File: config.mk
export PLATFORM = sky130hd
export DESIGN_NAME = sdram_cmd_spacer
export DESIGN_NICKNAME = d
export VERILOG_FILES = /design/src/rtl/sdram_spc_pkg.sv /design/src/rtl/spc_timer.sv /design/src/rtl/spc_hiz_pipe.sv /design/src/rtl/sdram_cmd_spacer.sv
export SDC_FILE = /design/constraint.sdc
export NUM_CORES = 1
export LEC_CHECK = 0
export ABC_AREA = 1
export BUFFER_PORTS_ARGS = -buffer_cell sky130_fd_sc_hd__buf_2
export CAP_MARGIN = 0
export CORE_MARGIN = 10
export CORE_UTILIZATION = 50
export CTS_BUF_LIST = sky130_fd_sc_hd__clkbuf_2
export DETAILED_ROUTE_END_ITERATION = 7
export GPL_TIMING_DRIVEN = 0
export HOLD_SLACK_MARGIN = 0.03
export PLACE_DENSITY = 0.84
export SYNTH_ARGS = -nofsm -noshare
export SYNTH_HDL_FRONTEND = slang
export SYNTH_SLANG_ARGS = --single-unit
File: constraint.sdc
create_clock -name clk_i -period 1.6 [get_ports clk_i]
set_input_delay 0.32 -clock clk_i [delete_from_list [all_inputs] [get_ports clk_i]]
set_output_delay 0.32 -clock clk_i [all_outputs]
set_load 0.05 [all_outputs]
File: src/rtl/sdram_spc_pkg.sv
package sdram_spc_pkg;
  typedef enum logic [2:0] {
    CMD_NOP = 3'd0,
    CMD_ACT = 3'd1,
    CMD_RD  = 3'd2,
    CMD_WR  = 3'd3,
    CMD_PRE = 3'd4,
    CMD_BST = 3'd5,
    CMD_LMR = 3'd6,
    CMD_REF = 3'd7
  } cmd_e;

  localparam int TM_PRE = 0;
  localparam int TM_ACT = 1;
  localparam int TM_MRD = 2;
  localparam int NUM_TM = 3;
endpackage

File: src/rtl/spc_timer.sv
module spc_timer #(
  parameter int W = 3
) (
  input  logic         clk_i,
  input  logic         rst_ni,
  input  logic         load_i,
  input  logic [W-1:0] load_val_i,
  output logic         busy_o
);
  logic [W-1:0] cnt_q;

  always_ff @(posedge clk_i or negedge rst_ni) begin
    if (!rst_ni)          cnt_q <= '0;
    else if (load_i)      cnt_q <= load_val_i;
    else if (cnt_q != '0) cnt_q <= cnt_q - 1'b1;
  end

  assign busy_o = (cnt_q != '0);

  p_load_busy_r2: assert property (@(posedge clk_i) disable iff (!rst_ni)
    load_i && (load_val_i != '0) |=> busy_o);
endmodule

File: src/rtl/spc_hiz_pipe.sv
module spc_hiz_pipe #(
  parameter int D = 3
) (
  input  logic         clk_i,
  input  logic         rst_ni,
  input  logic [D-1:0] set_i,
  output logic         hiz_o
);
  // bit k marks a high-Z cycle k+1 edges ahead
  logic [D-1:0] pipe_q;

  always_ff @(posedge clk_i or negedge rst_ni) begin
    if (!rst_ni) pipe_q <= '0;
    else         pipe_q <= (pipe_q >> 1) | set_i;
  end

  assign hiz_o = pipe_q[0];

  p_hiz_needs_set_r8: assert property (@(posedge clk_i) disable iff (!rst_ni)
    (set_i == '0) && (pipe_q[D-1:1] == '0) |=> !hiz_o);
endmodule

File: src/rtl/sdram_cmd_spacer.sv
module sdram_cmd_spacer
  import sdram_spc_pkg::*;
#(
  parameter int T_DPL     = 2,
  parameter int T_DAL_CL3 = 5,
  parameter int T_DAL_CL2 = 4,
  parameter int T_MRD     = 2,
  parameter int T_DQZ     = 2,
  parameter int MAX_CL    = 3
) (
  input  logic       clk_i,
  input  logic       rst_ni,
  input  logic       cmd_valid_i,
  input  logic [2:0] cmd_i,
  input  logic       cas3_i,
  input  logic       wr_last_i,
  input  logic       dqm_i,
  output logic       cmd_ready_o,
  output logic [2:0] bus_cmd_o,
  output logic       hiz_o
);
  localparam int T_MAX = (T_DAL_CL3 > T_DPL) ?
                         ((T_DAL_CL3 > T_MRD) ? T_DAL_CL3 : T_MRD) :
                         ((T_DPL > T_MRD) ? T_DPL : T_MRD);
  localparam int TW    = (T_MAX > 2) ? $clog2(T_MAX) : 1;
  localparam int HZ_D  = (MAX_CL > T_DQZ) ? MAX_CL : T_DQZ;

  cmd_e        cmd;
  logic        legal, issue;
  logic [NUM_TM-1:0] tm_load, tm_busy;
  logic [TW-1:0]     tm_val [NUM_TM];
  logic [HZ_D-1:0]   hz_set;

  assign cmd = cmd_e'(cmd_i);

  always_comb begin
    unique case (cmd)
      CMD_ACT:          legal = !wr_last_i && !tm_busy[TM_ACT] && !tm_busy[TM_MRD];
      CMD_REF:          legal = !tm_busy[TM_MRD];
      CMD_PRE:          legal = !wr_last_i && !tm_busy[TM_PRE];
      CMD_RD, CMD_BST:  legal = !wr_last_i;
      default:          legal = 1'b1; // NOP, WRITE, LOAD MODE
    endcase
  end

  assign cmd_ready_o = legal;
  assign issue       = cmd_valid_i && legal;
  assign bus_cmd_o   = issue ? cmd_i : CMD_NOP;

  always_comb begin
    tm_load[TM_PRE] = wr_last_i;
    tm_val[TM_PRE]  = TW'(T_DPL - 1);
    tm_load[TM_ACT] = wr_last_i;
    tm_val[TM_ACT]  = cas3_i ? TW'(T_DAL_CL3 - 1) : TW'(T_DAL_CL2 - 1);
    tm_load[TM_MRD] = issue && (cmd == CMD_LMR);
    tm_val[TM_MRD]  = TW'(T_MRD - 1);
  end

  for (genvar g = 0; g < NUM_TM; g++) begin : g_tm
    spc_timer #(.W(TW)) u_tm (
      .clk_i      (clk_i),
      .rst_ni     (rst_ni),
      .load_i     (tm_load[g]),
      .load_val_i (tm_val[g]),
      .busy_o     (tm_busy[g])
    );
  end

  logic pre_iss;
  assign pre_iss = issue && (cmd == CMD_PRE);

  always_comb begin
    hz_set = '0;
    if (pre_iss) begin
      if (cas3_i) hz_set[2] = 1'b1;
      else        hz_set[1] = 1'b1;
    end
    if (dqm_i) hz_set[T_DQZ-1] = 1'b1;
  end

  spc_hiz_pipe #(.D(HZ_D)) u_hiz (
    .clk_i  (clk_i),
    .rst_ni (rst_ni),
    .set_i  (hz_set),
    .hiz_o  (hiz_o)
  );

  p_pre_gap_r2: assert property (@(posedge clk_i) disable iff (!rst_ni)
    (bus_cmd_o == CMD_PRE) |-> !wr_last_i && !$past(wr_last_i));

  p_act_dal_r4: assert property (@(posedge clk_i) disable iff (!rst_ni)
    (bus_cmd_o == CMD_ACT) |-> !wr_last_i && !$past(wr_last_i) &&
                               !$past(wr_last_i, 2) && !$past(wr_last_i, 3));

  p_act_mrd_r5: assert property (@(posedge clk_i) disable iff (!rst_ni)
    (bus_cmd_o == CMD_ACT || bus_cmd_o == CMD_REF) |-> $past(bus_cmd_o) != CMD_LMR);

  p_write_free_r6: assert property (@(posedge clk_i) disable iff (!rst_ni)
    (cmd_i == CMD_WR) |-> cmd_ready_o);

  p_stall_nop_r7: assert property (@(posedge clk_i) disable iff (!rst_ni)
    !(cmd_valid_i && cmd_ready_o) |-> bus_cmd_o == CMD_NOP);

  p_hiz_src_r8: assert property (@(posedge clk_i) disable iff (!rst_ni)
    hiz_o |-> ($past(pre_iss, 3) && $past(cas3_i, 3)) ||
              ($past(pre_iss, 2) && !$past(cas3_i, 2)) || $past(dqm_i, 2));
endmodule

==> out/metrics.cfg, run 1 <==
[run_status]
status = finished with violations
violations = setup timing

[finish]
nFillCells = 103
design_area_um2 = 970.9
final_cell_mix = nand2_1, inv_1, dfrtp_1, buf_2, buf_4
layout_commonest_cell = nand2_1
n_antenna_cell = 0
drive_above_1_share_pct = 35.71
area_growth_pct = 36.86
layout.nets = 128

[floorplan]
io_pins = 14
fp-row-count = 13
core_area_um2 = 1318
die_x_um = 57.67
die_h_um = 57.67
die-area_um2 = 3325
initial_utilization_pct = 53.85

[place]
place.gp.congestion = 0.7493
io_buffer_count = 13
place_area_um2 = 848.3
dp_hpwl_um = 1128
place_ws_ps = -345.8

[grt]
grt_pass1_vias = 699
grtUsageTotal_pct = 9.749
grt_pass1_wl_um = 2635
overflow = 0
grt_max_degree = 13
antenna_found_initial = 0

[worst_setup_path]
critPathKind = reg2out
end_kind = primary output
crit_arrival_ps = 1790
cp-start-kind = flip-flop
critPathMaxFanout = 4
critPathRequiredTime_ps = 1280

[synth]
syn_inst = 88
ys_types = 20
yosysWarningCount = 0
synth_seq_cells = 12
syn_avg_cell_area_um2 = 8.062
synth_nets = 103
netlist_area_um2 = 709.4
yosysSeqAreaShare_pct = 42.33

[clocking]
insertion_delay_ps = 260
cts_tree = yes
h-tree-depth = 1
clk_path_buf_depth = 2
cts_buffers = 3
ctsRootBufferMaster = clkbuf_2
clock_sinks = 12
clk_pin_slew_ps = 110

[timing]
tightestPinTransition_ps = 283.0
post-route-period-util_pct = 132.0
max_freq_mhz = 473.6
hold_viol_final = 0
layout_setup_ws_ps = -511.3
rsz0062_at_grt = true
setup_viol = 8
maxSlewViolCount = 0
slew_headroom_pct = 81.13
fin_crit_ps = 2111
skew_ps = 14.44

[route]
finalWirelength_um = 1539
antenna_left = 0
first_pass_iters = 4
via_count = 636
via_per_inst = 5.008
drtIter0Drc = 8
drc_errors = 0
wl_per_cell_um = 12.12

[power]
design_power_total_mw = 1.224
p_per_area_nw_per_um2 = 1261
peakVddDrop_uv = 814.6
leakage_nw = 0.5038

[min_path]
hold_path_class = in2reg

[flow_run]
cap_violations = 0

worst max-delay path, cell delays in order, from the launching register on:
cell	delay [ps]
dfrtp_1	380
inv_1	80
ha_2	190
ha_4	130
inv_2	30
nand2_1	50
nand2_1	40
nand2_1	50
nand2_1	60
nand2_2	80
inv_4	50
nand2_8	60
nand2_8	60
nor2_4	130
buf_8	150
registers in the layout (all words and copies together), names as in the netlist:
| signal | cells |
|---|---|
| g_tm.u_tm.cnt_q | 9 |
| u_hiz.pipe_q | 3 |
cell type report:
cell class                      count  area [µm²]  area share, %
Multi-Input combinational cell     56       399.1          41.11
Sequential cell                    12       300.3          30.93
Timing Repair Buffer               20       156.4          16.11
Inverter                           20       77.57          7.990
Tap cell                           15       18.77          1.933
Clock buffer                        3       15.01          1.546
Clock inverter                      1       3.754         0.3866
power by group:
| group | internal (mW) | switching, mW |
|---|---|---|
| sequential | 0.396 | 0.0397 |
| combinational | 0.282 | 0.353 |
| clock | 0.0543 | 0.0997 |
| total | 0.732 | 0.492 |
path summary, 6_finish.rpt:
kind,startpoint,slack (ps),end,depth (start not counted)
worst max-delay path,g_tm[0].u_tm.cnt_q[1],-510,bus_cmd_o[1],14
worst min-delay path,dqm_i,260,u_hiz.pipe_q[1],3
worst max register to register,g_tm[0].u_tm.cnt_q[0],-200,g_tm[2].u_tm.cnt_q[2],17
worst min register to register,u_hiz.pipe_q[1],370,u_hiz.pipe_q[0],0
max in group asynchronous,rst_ni,920,g_tm[0].u_tm.cnt_q[1],2
min in group asynchronous,rst_ni,440,g_tm[2].u_tm.cnt_q[1],2
metrics by stage:
| step | util, % | hold WS (ps) | TNS [ps] | instances |
|---|---|---|---|---|
| floorplan | - | 24.41 | -757.1 | 88 |
| global placement | 64.39 | 206.6 | -1071 | 116 |
| detailed placement | 64.39 | 216.1 | -1185 | 116 |
| CTS | 73.31 | 248.2 | -2533 | 127 |
| global route | 73.69 | 257.3 | -3576 | 127 |
| finish | 73.69 | 264.6 | -2547 | 127 |
layer usage:
layer / global-route usage (%) / vias up / share of wire [%]
met5: 0 / - / 0
li1: - / 323 / -
met1: 8.679 / 299 / 36
met4: 3.020 / 0 / 0.71
met3: 2.832 / 2 / 5.5
met2: 19.94 / 12 / 58
Yosys cell counts (all sizes together):
cell type	instances	area, µm²
o21ai	3	15.01
inv	20	75.07
xnor2	1	8.760
nor3	1	10.01
nor2	8	32.54
o22ai	3	18.77
o211ai	1	7.510
nand4	1	6.260
o221ai	1	8.760
xor2	1	8.760
nand2	22	97.59
ha	6	75.07
dfrtp	12	300.3
nand3	7	40.04
a21oi	1	5.000
kinds of logic after synthesis:
group                    Yosys count  share of synthesized area, %
flip-flops                        12                         42.33
AND/OR/NAND/NOR                   39                         26.28
buffers and inverters             20                         10.58
AO/OA/AOI/OAI                      9                         7.760
XOR/XNOR                           2                         2.470
adder cells (fa/ha/maj)            6                         10.58
repair_timing:
action / in CTS / in global routing
pin swaps: 7 / 2
resized for setup: 14 / 2
hold buffers: 1 / 0
hold endpoints to repair: 12 / 0
buffers inserted: 6 / 0
setup endpoints to repair: 4 / 9
Power figures use the tool's default switching activity.
==> inputs of run 2 (changes only) <==
--- a/config.mk
+++ b/config.mk
@@ -8,13 +8,13 @@
 export ABC_AREA = 1
 export BUFFER_PORTS_ARGS = -buffer_cell sky130_fd_sc_hd__buf_2
 export CAP_MARGIN = 0
-export CORE_MARGIN = 10
-export CORE_UTILIZATION = 50
+export CORE_AREA = 10 10 47 49
 export CTS_BUF_LIST = sky130_fd_sc_hd__clkbuf_2
 export DETAILED_ROUTE_END_ITERATION = 7
+export DIE_AREA = 0 0 57 59
 export GPL_TIMING_DRIVEN = 0
 export HOLD_SLACK_MARGIN = 0.03
-export PLACE_DENSITY = 0.84
+export PLACE_DENSITY = 0.85
 export SYNTH_ARGS = -nofsm -noshare
 export SYNTH_HDL_FRONTEND = slang
 export SYNTH_SLANG_ARGS = --single-unit
==> constraint.sdc (replaced) <==
create_clock -name clk_i -period 2.2 [get_ports clk_i]
set_input_delay 0.44 -clock clk_i [delete_from_list [all_inputs] [get_ports clk_i]]
set_output_delay 0.44 -clock clk_i [all_outputs]
set_load 0.05 [all_outputs]
==> run 2 against run 1 <==
The run still ends with setup timing left. Non-clock buffer count unchanged. Global-route usage down 0.51 points. Die area up 1.1%. Sequential power down 26%. First-iteration DRC count up 38%. Power down 25%. Setup slack better by 490 ps. Largest cell class unchanged. Highest routed layer unchanged.
==> out/metrics.cfg, run 2 (synthesis gave the netlist of run 1 again) <==
[finish]
largest_reg_flops = 9
post-route-util_pct = 68.30
reg.largest.list = g_tm.u_tm.cnt_q x9, u_hiz.pipe_q x3
drive_above_1_share_pct = 35.71
final_cell_mix = nand2_1, inv_1, dfrtp_1, buf_2, inv_2
layout_commonest_cell = nand2_1
regMostFlops = g_tm.u_tm.cnt_q
n_antenna_cell = 0
layout.nets = 128
nFillCells = 117
area_growth_pct = 34.92

[run_status]
violations = setup timing
status = finished with violations

[clocking]
ctsRootBufferMaster = clkbuf_2
clock_sinks = 12
cts_tree = yes
clk_path_buf_depth = 2
cts_buffers = 3
clk_pin_slew_ps = 130
insertion_delay_ps = 270
h-tree-depth = 1

[place]
place.gp.congestion = 0.7595
io_buffer_count = 13
dp_hpwl_um = 1133

[timing]
skew_ps = 0.5144
post-route-period-util_pct = 101.0
layout_setup_ws_ps = -23.07
maxSlewViolCount = 0
slew_headroom_pct = 81.06
tightestPinTransition_ps = 284.1
rsz0062_at_grt = true
hold_viol_final = 0
fin_crit_ps = 2223
max_freq_mhz = 449.8
setup_viol = 3

[floorplan]
die_h_um = 59
die_x_um = 57
io_pins = 14
core_area_um2 = 1401
initial_utilization_pct = 50.62
fp-row-count = 14
die-area_um2 = 3363

[flow_run]
cap_violations = 0

[min_path]
holdCritStartpoint = dqm_i
hold_path_class = in2reg

[power]
peakVddDrop_uv = 582.2
p_per_area_nw_per_um2 = 961.4
design_power_total_mw = 0.9203
leakage_nw = 0.4981

[worst_setup_path]
slowest_delay_ps = 410
r2r_start = g_tm[0].u_tm.cnt_q[0]
cp_slowest_cell = dfrtp_1
end_kind = primary output
critPathKind = reg2out
path_common_cell = nand2_1
crit_family = simple AND/OR/NAND/NOR gates
critPathMaxFanout = 4
crit_start = g_tm[0].u_tm.cnt_q[0]
crit_arrival_ps = 1780
cp_num_buf_inv = 4
cp-start-kind = flip-flop
crit_chain = inv_2 > ha_4 > ha_4 > inv_2 > nand2_2 > nand2_1 > nand2_1 > nand2_1 > nand2_1 > inv_2 > nand2_4 > nand2_8 > nor2_4 > buf_8
critPathRequiredTime_ps = 1760

[route]
via_per_inst = 4.914
wl_per_cell_um = 12.04
finalWirelength_um = 1541
drc_errors = 0
drtIter0Drc = 11
antenna_left = 0
first_pass_iters = 4
via_count = 629

[grt]
grtUsageTotal_pct = 9.242
antenna_found_initial = 0
overflow = 0
grt_pass1_wl_um = 2601
grt_max_degree = 13
grt_pass1_vias = 654

[run 2: timing repair]
item | in CTS | in global routing
pin swaps | 5 | 8
endpoints found under the setup margin | 4 | 4
gates resized for setup | 23 | 2
gates cloned | 0 | 0
hold buffers | 1 | 0
hold endpoints to repair | 7 | 0
setup buffers | 3 | 3
[run 2: metrics by stage]
| step | worst slack [ps] | instance area (µm²) | cells | hold WS, ps | setup TNS (ps) |
|---|---|---|---|---|---|
| floorplan | -175.8 | 709.4 | 88 | 144.4 | -527.5 |
| CTS | -33.62 | 928.4 | 125 | 373.0 | -70.72 |
| detailed placement | 119.6 | 794.5 | 117 | 337.0 | 0 |
| global placement | 166.7 | 794.5 | 117 | 331.4 | 0 |
| finish | -23.07 | 957.2 | 128 | 368.8 | -24.68 |
| global route | -153.6 | 957.2 | 128 | 366.5 | -473.4 |
[run 2: path summary, 6_finish.rpt]
path                                         endpoint  slack (ps)  cells after the start
worst max-delay path                     bus_cmd_o[0]         -20                     14
worst min-delay path                  u_hiz.pipe_q[1]         370                      3
worst max register to register  g_tm[2].u_tm.cnt_q[2]         650                     15
worst min register to register        u_hiz.pipe_q[0]         370                      0
max in group asynchronous       g_tm[1].u_tm.cnt_q[2]        1420                      2
min in group asynchronous             u_hiz.pipe_q[1]         560                      2
[run 2: area by class of cell]
cell class	count	area [µm²]	area share, %
Clock buffer	3	15.01	1.569
Clock inverter	1	3.754	0.3922
Inverter	20	75.07	7.843
Multi-Input combinational cell	56	392.9	41.05
Sequential cell	12	300.3	31.37
Tap cell	16	20.02	2.092
Timing Repair Buffer	20	150.1	15.69
[run 2: power by group]
group	total [mW]	switching, mW	internal, mW
Combinational	0.481	0.260	0.221
Clock	0.119	0.0798	0.0395
Sequential	0.320	0.0321	0.288
[run 2: layer usage]
metal  track usage [%]  share of wire (%)  vias up
li1                  -                  -      321
met5                 0                  0        -
met1             9.988                 43      292
met4             2.013               0.71        0
met2             17.52                 52       14
met3             2.361                3.9        2
[run 2: worst register-to-register path, cell delays in order (launching register included)]
cell	delay [ps]
dfrtp_1	410
inv_2	80
ha_4	140
ha_4	130
inv_2	30
nand2_2	50
nand2_1	40
nand2_1	50
nand2_1	50
nand2_1	70
inv_2	40
nand2_4	80
buf_4	120
nand3_2	70
nand2_1	70
inv_1	30
==> inputs of run 3 (changes only) <==
--- a/config.mk
+++ b/config.mk
@@ -8,13 +8,14 @@
 export ABC_AREA = 1
 export BUFFER_PORTS_ARGS = -buffer_cell sky130_fd_sc_hd__buf_2
 export CAP_MARGIN = 0
-export CORE_AREA = 10 10 47 49
+export CORE_MARGIN = 10
+export CORE_UTILIZATION = 57
 export CTS_BUF_LIST = sky130_fd_sc_hd__clkbuf_2
 export DETAILED_ROUTE_END_ITERATION = 7
-export DIE_AREA = 0 0 57 59
 export GPL_TIMING_DRIVEN = 0
 export HOLD_SLACK_MARGIN = 0.03
-export PLACE_DENSITY = 0.85
+export PLACE_DENSITY = 0.88
 export SYNTH_ARGS = -nofsm -noshare
 export SYNTH_HDL_FRONTEND = slang
+export SYNTH_HIERARCHICAL = 1
 export SYNTH_SLANG_ARGS = --single-unit
==> run 3 against run 2 <==
The flow still finishes with violations (setup timing). Setup slack improved by 6.7 ps. Non-clock buffer count unchanged. Hold slack gained 24 ps. Critical path type unchanged. Critical endpoint unchanged. Largest cell class unchanged.
==> out/metrics.cfg, run 3 <==
[floorplan]
die_x_um = 59.09
core_area_um2 = 1471
io_pins = 14
fp-row-count = 14
initial_utilization_pct = 59.18
die_h_um = 59.09
die-area_um2 = 3491

[route]
wl_per_cell_um = 11.83
via_per_inst = 4.826
via_count = 859
first_pass_iters = 4
antenna_left = 0
drc_errors = 0
drtIter0Drc = 11
finalWirelength_um = 2106

[timing]
maxSlewViolCount = 0
skew_ps = 5.360
layout_setup_ws_ps = -16.38
max_freq_mhz = 451.2
fin_crit_ps = 2216
setup_viol = 2
hold_ws_ps = 392.4
post-route-period-util_pct = 100.7
rsz0062_at_grt = true
hold_viol_final = 0

[worst_setup_path]
path_common_cell = nand2_1
critPathKind = reg2out
critPathRequiredTime_ps = 1760
slowest_delay_ps = 420
cp_slowest_cell = dfrtp_1
crit_arrival_ps = 1780
critPathMaxFanout = 4
cp-start-kind = flip-flop
end_kind = primary output
crit_chain = inv_2 > ha_4 > nand2_2 > nand3b_1 > nand2_1 > nand2_1 > nand3_2 > nand2_4 > nor2_4 > buf_6

[clocking]
cts_tree = yes
clock_sinks = 12
insertion_delay_ps = 270
clk_path_buf_depth = 2
ctsRootBufferMaster = clkbuf_2
cts_buffers = 3
clk_pin_slew_ps = 130
h-tree-depth = 1

[grt]
antenna_found_initial = 0
grt_max_degree = 19
grt_pass1_vias = 843
overflow = 0
grt_pass1_wl_um = 3270
grtUsageTotal_pct = 11.69

[finish]
post-route-util_pct = 76.53
nFillCells = 112
n_antenna_cell = 0
layout_commonest_cell = nand2_1
largest_reg_flops = 9
drive_above_1_share_pct = 27.78
regMostFlops = g_tm.u_tm/cnt_q
design_area_um2 = 1126
layout.nets = 178
final_cell_mix = nand2_1, inv_1, dfrtp_1, inv_2, buf_2
area_growth_pct = 29.31
reg.largest.list = g_tm.u_tm/cnt_q x9, u_hiz/pipe_q x3

[power]
clkPwrFrac_pct = 12.1
power_frac_comb_pct = 54.4
leakage_nw = 0.6395
p_seq_share_pct = 33.5
internal_power_mw = 0.5468
p_per_area_nw_per_um2 = 865.5
sw_frac_of_total_pct = 43.90
switchingPower_mw = 0.4279
peakVddDrop_uv = 541.4

[run_status]
status = finished with violations
violations = setup timing

[place]
place.gp.congestion = 0.7608
dp_hpwl_um = 1478
place_area_um2 = 974.7
place_ws_ps = 141.3
io_buffer_count = 13

[synth]
synth_edf_count = 0
synth_seq_cells = 12
synth_ff_type = dfrtp_1
async_reset_ff_share_pct = 100.0
syn_avg_cell_area_um2 = 6.548
synth_top_area_share_pct = 34.48
netlist_area_um2 = 870.8
synth_area_leaders = dfrtp_1, nand2_1, ha_1
syn_inst = 133
yosysWarningCount = 6
yosys.area.top_type = dfrtp_1
ys_types = 15
ys_top_cells_by_count = nand2_1, inv_1, dfrtp_1
yosysSeqAreaShare_pct = 34.48
yosysMostFrequentCell = nand2_1

[min_path]
hold_path_class = in2reg

[flow_run]
cap_violations = 0

## run 3: changes by cell type in the layout (fill, tap and decap cells not counted), sizes merged
cell | previous run | this run
a21oi | 1 | 3
conb | 0 | 7
inv | 20 | 25
nand2 | 22 | 58
nand3 | 7 | 5
nand3b | 0 | 5
o211ai | 1 | 0
o21ai | 3 | 7
o221ai | 1 | 0
o22ai | 3 | 0
xnor2 | 1 | 0
xor2 | 1 | 0
## run 3: logic make-up (layout without fill, tap and decap cells)
| logic type | after synthesis | count (layout) | synth area share (%) |
|---|---|---|---|
| adder cells (fa/ha/maj) | 6 | 6 | 8.620 |
| buffers and inverters | 25 | 49 | 10.78 |
| other | 2 | 7 | 0.8624 |
| AND/OR/NAND/NOR | 78 | 78 | 39.51 |
| AO/OA/AOI/OAI | 10 | 10 | 5.746 |
| flip-flops | 12 | 12 | 34.48 |
## run 3: worst paths after layout
kind	endpoint	startpoint	cells past startpoint	slack, ps
worst max-delay path	bus_cmd_o[0]	g_tm[0].u_tm/cnt_q[0]	10	-20
worst min-delay path	g_tm[1].u_tm/cnt_q[2]	cas3_i	3	390
worst max register to register	g_tm[2].u_tm/cnt_q[0]	g_tm[0].u_tm/cnt_q[0]	13	370
worst min register to register	u_hiz/pipe_q[0]	u_hiz/pipe_q[1]	2	460
max in group asynchronous	g_tm[1].u_tm/cnt_q[1]	rst_ni	2	1420
min in group asynchronous	u_hiz/pipe_q[2]	rst_ni	2	560
## run 3: per-stage QoR
stage,cells,TNS (ps),power [mW]
6_report,178,-20.91,0.9747
5_1_grt,178,-371.8,1.064
4_1_cts,172,0,0.9063
3_5_place_dp,167,0,0.7558
3_3_place_gp,167,0,0.7135
2_1_floorplan,138,-655.0,0.6484
## run 3: cell type report
| type | count | area [µm²] | area share (%) |
|---|---|---|---|
| clock inverters | 1 | 3.754 | 0.3333 |
| flip-flops and latches | 12 | 300.3 | 26.67 |
| clock buffers | 3 | 15.01 | 1.333 |
| multi-input cells | 101 | 550.5 | 48.89 |
| well taps | 16 | 20.02 | 1.778 |
| repair buffers | 20 | 142.6 | 12.67 |
| inverters | 25 | 93.84 | 8.333 |
## run 3: repair_timing
action                                 in CTS  in global routing
pin swaps                                   2                  3
gates resized for setup                    15                 10
setup buffers                               1                  5
endpoints found under the hold margin       0                 12
setup endpoints to repair                   4                  4
hold buffers                                0                  1
## run 3: power groups by stage
| stage | sequential (mW) | clock (mW) | combinational (mW) |
|---|---|---|---|
| final | 0.326 | 0.118 | 0.531 |
| after global routing | 0.336 | 0.130 | 0.598 |
| after CTS | 0.322 | 0.118 | 0.466 |
| after detailed placement | 0.328 | 0 | 0.428 |
| after global placement | 0.324 | 0 | 0.389 |
| after floorplan | 0.323 | 0 | 0.326 |
## run 3: worst max-delay path, delay by kind of cell (launching register included)
| kind | cells | cell delay, ps |
|---|---|---|
| buf+inv | 2 | 260 |
| flops | 1 | 420 |
| simple gates | 7 | 670 |
| fa+ha+maj | 1 | 140 |
## run 3: per-layer routing
| metal | part of all wire [%] | track usage [%] |
|---|---|---|
| met1 | 39 | 11.48 |
| met2 | 56 | 22.37 |
| met4 | 1.5 | 5.902 |
| met5 | 0 | 0 |
| met3 | 2.8 | 2.146 |
